## config.mk

```make
export PLATFORM = sky130hd
export DESIGN_NAME = refresh_sched
export DESIGN_NICKNAME = d
export VERILOG_FILES = /design/src/rtl/refsched_pkg.sv /design/src/rtl/refresh_timer.sv /design/src/rtl/refresh_ctrl.sv /design/src/rtl/refresh_sched.sv
export SDC_FILE = /design/constraint.sdc
export NUM_CORES = 1
export LEC_CHECK = 0
export ABC_AREA = 1
export ABC_CLOCK_PERIOD_IN_PS = 10600
export BUFFER_PORTS_ARGS = -buffer_cell sky130_fd_sc_hd__buf_2
export CAP_MARGIN = 10
export CORE_MARGIN = 2
export CORE_UTILIZATION = 61
export DETAILED_ROUTE_END_ITERATION = 8
export PLACE_DENSITY = 0.8
export SLEW_MARGIN = 30
export SYNTH_ARGS = -nofsm -noshare
export SYNTH_HDL_FRONTEND = slang
export SYNTH_SLANG_ARGS = --single-unit
```

## constraint.sdc

```tcl
create_clock -name clk -period 10.6 [get_ports clk]
set_clock_uncertainty 0.2 [all_clocks]
set_input_delay 3.18 -clock clk [delete_from_list [all_inputs] [get_ports clk]]
set_output_delay 3.18 -clock clk [all_outputs]
set_load 0.03 [all_outputs]
```

## src/rtl/refsched_pkg.sv

```systemverilog
package refsched_pkg;

  // Event from the timer datapath to the control
  typedef struct packed {
    logic tick;
  } timerEv_t;

  // Strobes from the control to the timer datapath
  typedef struct packed {
    logic issue;
  } ctrlStrobes_t;

endpackage

```

## src/rtl/refresh_timer.sv

```systemverilog
module refresh_timer
  import refsched_pkg::*;
#(
  parameter int unsigned ROWS     = 8192,
  parameter int unsigned INTERVAL = 1039,
  parameter int unsigned PERIOD   = 8512000,
  localparam int unsigned ROW_W   = $clog2(ROWS)
) (
  input  logic             clk,
  input  logic             rstN,
  input  logic             hotFlag,
  input  logic             burstMode,
  input  ctrlStrobes_t     cmd,
  output timerEv_t         ev,
  output logic [ROW_W-1:0] refRow
);

  localparam int unsigned CNT_W = $clog2(PERIOD + 1);
  localparam logic [CNT_W-1:0] LAST_INT_COOL = CNT_W'(INTERVAL - 1);
  localparam logic [CNT_W-1:0] LAST_INT_HOT  = CNT_W'(INTERVAL / 2 - 1);
  localparam logic [CNT_W-1:0] LAST_PER_COOL = CNT_W'(PERIOD - 1);
  localparam logic [CNT_W-1:0] LAST_PER_HOT  = CNT_W'(PERIOD / 2 - 1);
  localparam logic [ROW_W-1:0] ROW_LAST      = ROW_W'(ROWS - 1);

  logic [CNT_W-1:0] cycleCnt;
  logic [CNT_W-1:0] lastSel;
  logic [ROW_W-1:0] rowNext;

  always_comb begin
    if (burstMode) lastSel = hotFlag ? LAST_PER_HOT : LAST_PER_COOL;
    else           lastSel = hotFlag ? LAST_INT_HOT : LAST_INT_COOL;
    ev.tick = (cycleCnt >= lastSel);
  end

  always_ff @(posedge clk) begin
    if (!rstN)        cycleCnt <= '0;
    else if (ev.tick) cycleCnt <= '0;
    else              cycleCnt <= cycleCnt + 1'b1;
  end

  always_ff @(posedge clk) begin
    if (!rstN) begin
      rowNext <= '0;
      refRow  <= '0;
    end else if (cmd.issue) begin
      refRow  <= rowNext;
      rowNext <= (rowNext == ROW_LAST) ? '0 : rowNext + 1'b1;
    end
  end

  // the interval counter never runs past the longest period
  assert_cnt_bound_R2: assert property (@(posedge clk) disable iff (!rstN)
    cycleCnt <= LAST_PER_COOL);

  // the row output only moves on an issued refresh
  assert_row_moves_on_issue_R4: assert property (@(posedge clk) disable iff (!rstN)
    (refRow != $past(refRow)) |-> $past(cmd.issue));

endmodule

```

## src/rtl/refresh_ctrl.sv

```systemverilog
module refresh_ctrl
  import refsched_pkg::*;
#(
  parameter int unsigned ROWS         = 8192,
  parameter int unsigned REF_CYCLES   = 4,
  parameter int unsigned MAX_POSTPONE = 8
) (
  input  logic         clk,
  input  logic         rstN,
  input  logic         burstMode,
  input  logic         accBusy,
  input  timerEv_t     ev,
  output ctrlStrobes_t cmd,
  output logic         refStrobe,
  output logic         refBusy,
  output logic         pending
);

  localparam int unsigned DEBT_W  = $clog2(MAX_POSTPONE + 1);
  localparam int unsigned BURST_W = $clog2(ROWS + 1);
  localparam int unsigned BUSY_W  = $clog2(REF_CYCLES + 1);
  localparam logic [DEBT_W-1:0]  DEBT_MAX  = DEBT_W'(MAX_POSTPONE);
  localparam logic [BURST_W-1:0] BURST_ALL = BURST_W'(ROWS);
  localparam logic [BUSY_W-1:0]  BUSY_LEN  = BUSY_W'(REF_CYCLES);

  logic [DEBT_W-1:0]  debt;
  logic [BURST_W-1:0] burstLeft;
  logic [BUSY_W-1:0]  busyLeft;
  logic forceRef, slotFree, useBurst, debtInc, debtDec;

  always_comb begin
    forceRef  = (debt == DEBT_MAX);
    useBurst  = (burstLeft != '0);
    pending   = (debt != '0) || useBurst;
    slotFree  = (busyLeft <= BUSY_W'(1));
    cmd.issue = pending && slotFree && (!accBusy || forceRef);
    debtInc   = ev.tick && !burstMode && !forceRef;
    debtDec   = cmd.issue && !useBurst;
    refBusy   = (busyLeft != '0);
  end

  always_ff @(posedge clk) begin
    if (!rstN)                  debt <= '0;
    else if (debtInc && !debtDec) debt <= debt + 1'b1;
    else if (debtDec && !debtInc) debt <= debt - 1'b1;
  end

  always_ff @(posedge clk) begin
    if (!rstN)                       burstLeft <= '0;
    else if (ev.tick && burstMode)   burstLeft <= BURST_ALL;
    else if (cmd.issue && useBurst)  burstLeft <= burstLeft - 1'b1;
  end

  always_ff @(posedge clk) begin
    if (!rstN) begin
      busyLeft  <= '0;
      refStrobe <= 1'b0;
    end else begin
      refStrobe <= cmd.issue;
      if (cmd.issue)            busyLeft <= BUSY_LEN;
      else if (busyLeft != '0)  busyLeft <= busyLeft - 1'b1;
    end
  end

  // a strobe always falls inside the busy window
  assert_strobe_in_busy_R5: assert property (@(posedge clk) disable iff (!rstN)
    refStrobe |-> refBusy);

  // no strobe without an owed refresh one cycle earlier
  assert_strobe_needs_debt_R6: assert property (@(posedge clk) disable iff (!rstN)
    refStrobe |-> $past(pending));

  // a full postpone count forces the refresh regardless of accBusy
  assert_force_at_limit_R8: assert property (@(posedge clk) disable iff (!rstN)
    (forceRef && slotFree) |=> refStrobe);

  // burst refreshes follow one another without a gap
  assert_burst_back_to_back_R9: assert property (@(posedge clk) disable iff (!rstN)
    (useBurst && busyLeft == BUSY_W'(1) && !accBusy) |=> refStrobe);

endmodule

```

## src/rtl/refresh_sched.sv

```systemverilog
module refresh_sched
  import refsched_pkg::*;
#(
  parameter int unsigned CLK_KHZ      = 133000,
  parameter int unsigned RETENTION_US = 64000,
  parameter int unsigned ROWS         = 8192,
  parameter int unsigned REF_CYCLES   = 4,
  parameter int unsigned MAX_POSTPONE = 8,
  localparam int unsigned ROW_W       = $clog2(ROWS)
) (
  input  logic             clk,
  input  logic             rstN,
  input  logic             hotFlag,
  input  logic             burstMode,
  input  logic             accReq,
  input  logic             accBusy,
  output logic             refStrobe,
  output logic [ROW_W-1:0] refRow,
  output logic             refBusy,
  output logic             accGrant,
  output logic             accBlock
);

  localparam longint unsigned PERIOD_L =
    (longint'(CLK_KHZ) * longint'(RETENTION_US)) / 64'd1000;
  localparam int unsigned PERIOD   = int'(PERIOD_L);
  localparam int unsigned INTERVAL = PERIOD / ROWS;

  timerEv_t     ev;
  ctrlStrobes_t cmd;
  logic         pending;

  refresh_timer #(
    .ROWS(ROWS), .INTERVAL(INTERVAL), .PERIOD(PERIOD)
  ) uTimer (
    .clk(clk), .rstN(rstN), .hotFlag(hotFlag), .burstMode(burstMode),
    .cmd(cmd), .ev(ev), .refRow(refRow)
  );

  refresh_ctrl #(
    .ROWS(ROWS), .REF_CYCLES(REF_CYCLES), .MAX_POSTPONE(MAX_POSTPONE)
  ) uCtrl (
    .clk(clk), .rstN(rstN), .burstMode(burstMode), .accBusy(accBusy),
    .ev(ev), .cmd(cmd), .refStrobe(refStrobe), .refBusy(refBusy),
    .pending(pending)
  );

  assign accBlock = refBusy || pending;
  assign accGrant = accReq && !accBlock;

  // a granted access is never followed by a refresh start next cycle
  assert_grant_no_strobe_next_R6: assert property (@(posedge clk) disable iff (!rstN)
    accGrant |=> !refStrobe);

endmodule

```

==> flow_summary.yaml <==
run_status:
  status: "completed"
power:
  irDropWorstVdd_v: 0.0000787
  p_sw_share_pct: 39.3
  p_int_w: 0.000535
  power_frac_seq_pct: 35.5
  finalPower_w: 0.000882
  combinationalPowerShare_pct: 37.4
  power_density_nw_per_um2: 190
  cellLeakagePower_nw: 2.19
  p_clk_share_pct: 27.1
  netSwitchingPower_w: 0.000347
run:
  max-cap-violations: 0
drt:
  drt-total-wl_um: 8890
  firstDrtPassIters: 4
  drc: 0
  via_per_inst: 5.00
  num_vias: 3858
  drtIter0Drc: 196
  wl_per_cell_um: 11.5
  drtAntennaViolNets: 0
sta:
  period_needed_ps: 6940
  maxSlewViolCount: 0
  hold_violations: 0
  timing.final.crit_share_pct: 65.5
  setup_slack_ps: 3660
  tns_ps: 0
  whs_ps: 275
  rsz0062_at_grt: "no"
  maxSlewHeadroom_pct: 47.1
  setup_viol: 0
  worst_pin_slew_ps: 790
  max_freq_ghz: 0.144
finish:
  syn_to_final_growth_pct: 7.74
  multi_input_area_um2: 2380
  num-nets-final: 703
  n_antenna_cell: 0
  final.fill_count: 597
  regArea_um2: 1440
  fin_area_um2: 4630
  layout-drive-gt1-share_pct: 6.67
global_route:
  grt_antenna_before_repair: 0
  grt_max_degree: 31
  overflow: 0
  grt_usage_pct: 24.4
  grt_pass1_vias: 3567
  grt_pass1_wl_um: 15000
placed_design:
  finalWeightedCongestion: 0.893
  pre_cts_ws_ps: 3660
  dpl.hpwl_um: 6590
  place_area_um2: 4420
  io_buffers: 22
synth:
  ys_warn_count: 0
  synthCells: 653
  synthArstFlopShare_pct: 0
  synth_area_leaders: "dfxtp_1 (34%), nand2_1 (15%), nor2_1 (10%)"
  yosysSeqAreaShare_pct: 33.5
  yosysTopAreaCell: "dfxtp_1"
  synth_cell_types: 31
  ys_seq_elements: 72
  synth_top_cell_area_share_pct: 33.5
  syn_area_per_cell_um2: 6.59
  ys_dominant_reg_cell: "dfxtp_1"
  synth_nets: 686
  synth_enable_flop_cells: 0
  syn_area_um2: 4300
clocking:
  clk_latency_ps: 350
  cts_hold_repair.buffers: 0
  cts_made_buffers: 9
  clk_pin_slew_ps: 80
  clock-sinks: 72
  clockRootBuffer: "clkbuf_8"
  cts_max_level: 3
  cts.path.max_buffers: 2
  cts_tree: "done"
  cts-resized-gates: 0
  postCtsSetupRepairBufs: 0
critical_path:
  path_delay_family: "buffers and inverters"
  arrival_ps: 3560
  cp.required_ps: 7220
  crit_top_cell: "buf_2"
  worst_setup_path_end_kind: "output port"
  worst_path_largest_cell_delay_ps: 200
  cp_max_fo: 1
  crit_path_top_delay_cell: "buf_2"
  worst_setup_path_start_kind: "input pin"
  path_buf_inv: 3
  crit_chain: "buf_2 -> inv_1 -> nor2_1 -> buf_2"
  worstSetupPathType: "in2out"
min_path:
  hp-class: "reg2reg"
die:
  die_w_um: 88.0
  ioPinCount: 23
  core-area_um2: 6790
  fp.dieArea_um2: 7740
  start_util_pct: 63.3
  dieHeight_um: 88.0
  num_rows: 30
cells in the final DEF (no fill, tap or decap), types with 2 or more instances in the layout:
cell and n:
bufinv_16 2, nor2_1 114, o21ai_0 12, ha_1 26, nand2_1 176, nand2_2 2
clkinvlp_4 2, xor2_1 26, nor3_1 8, clkinv_2 2, xnor2_1 10, nand3_1 47
nand4_1 15, a21oi_1 21, inv_1 96, clkbuf_8 9, dfxtp_1 72, buf_2 22
worst min-delay path: cells and delay by family, from the launching register on:
kind	cells	cell delay, ps
DFF	1	310
and+or+nand+nor	2	120
cell families after synthesis:
kind of cell,after synthesis,share of synthesized area [%]
adder cells (fa/ha/maj),27,8.03
XOR/XNOR,36,7.33
AND/OR/NAND/NOR,369,35.7
AO/OA/AOI/OAI,36,4.31
flip-flops,72,33.5
buffers and inverters,113,11.1
through the flow:
| step | utilization, % | std cells |
|---|---|---|
| after global placement | 65.0 | 755 |
| after floorplan | - | 653 |
| after detailed placement | 65.0 | 755 |
| final | 68.2 | 771 |
| after CTS | 68.2 | 771 |
| after global routing | 68.2 | 771 |
cell usage after synthesis (4+ instances only):
cell	count
nor2_1	114
nand2_1	176
o21ai_0	12
clkbuf_1	4
xnor2_1	10
ha_1	26
xor2_1	26
a21oi_1	21
buf_2	7
dfxtp_1	72
nand4_1	15
inv_1	96
nor3_1	8
nand3_1	47
layer usage:
layer,share of wire (%),wire [um],global-route usage [%]
met3,4.2,369,3.58
met4,1.6,140,11.3
met5,0,0,0
met2,46,4120,40.7
met1,48,4260,31.2
path summary, 6_finish.rpt:
check / startpoint / end / slack [ps] / cells past startpoint
worst max-delay path: accReq / accGrant / 3660 / 4
worst min-delay path: uTimer.refRow[9] / uTimer.refRow[9] / 270 / 2
worst max register to register: uCtrl.burstLeft[0] / uCtrl.debt[3] / 7120 / 20
worst min register to register: uTimer.refRow[9] / uTimer.refRow[9] / 270 / 2
final cells by class:
cell class / count / share of cell area, %
Clock buffer: 9 / 2.67
Multi-Input combinational cell: 468 / 51.4
Tap cell: 96 / 2.59
Inverter: 97 / 7.86
Timing Repair Buffer: 22 / 2.38
Clock inverter: 7 / 2.03
Sequential cell: 72 / 31.1
registers in the layout (all words and copies together) (netlist names):
name and flops:
uCtrl.refStrobe 1, uCtrl.debt 4, uTimer.cycleCnt 24, uTimer.refRow 13, uCtrl.burstLeft 14, uTimer.rowNext 13, uCtrl.busyLeft 3
power by group through the flow:
stage	Sequential, W	Clock [W]	Combinational [W]
2_1_floorplan	0.000319	0	0.000298
3_3_place_gp	0.000318	0	0.000319
3_5_place_dp	0.000319	0	0.000329
4_1_cts	0.000313	0.000243	0.000332
5_1_grt	0.000316	0.000254	0.000379
6_report	0.000313	0.000239	0.000330
No activity file was read; power rests on OpenSTA's default activity.
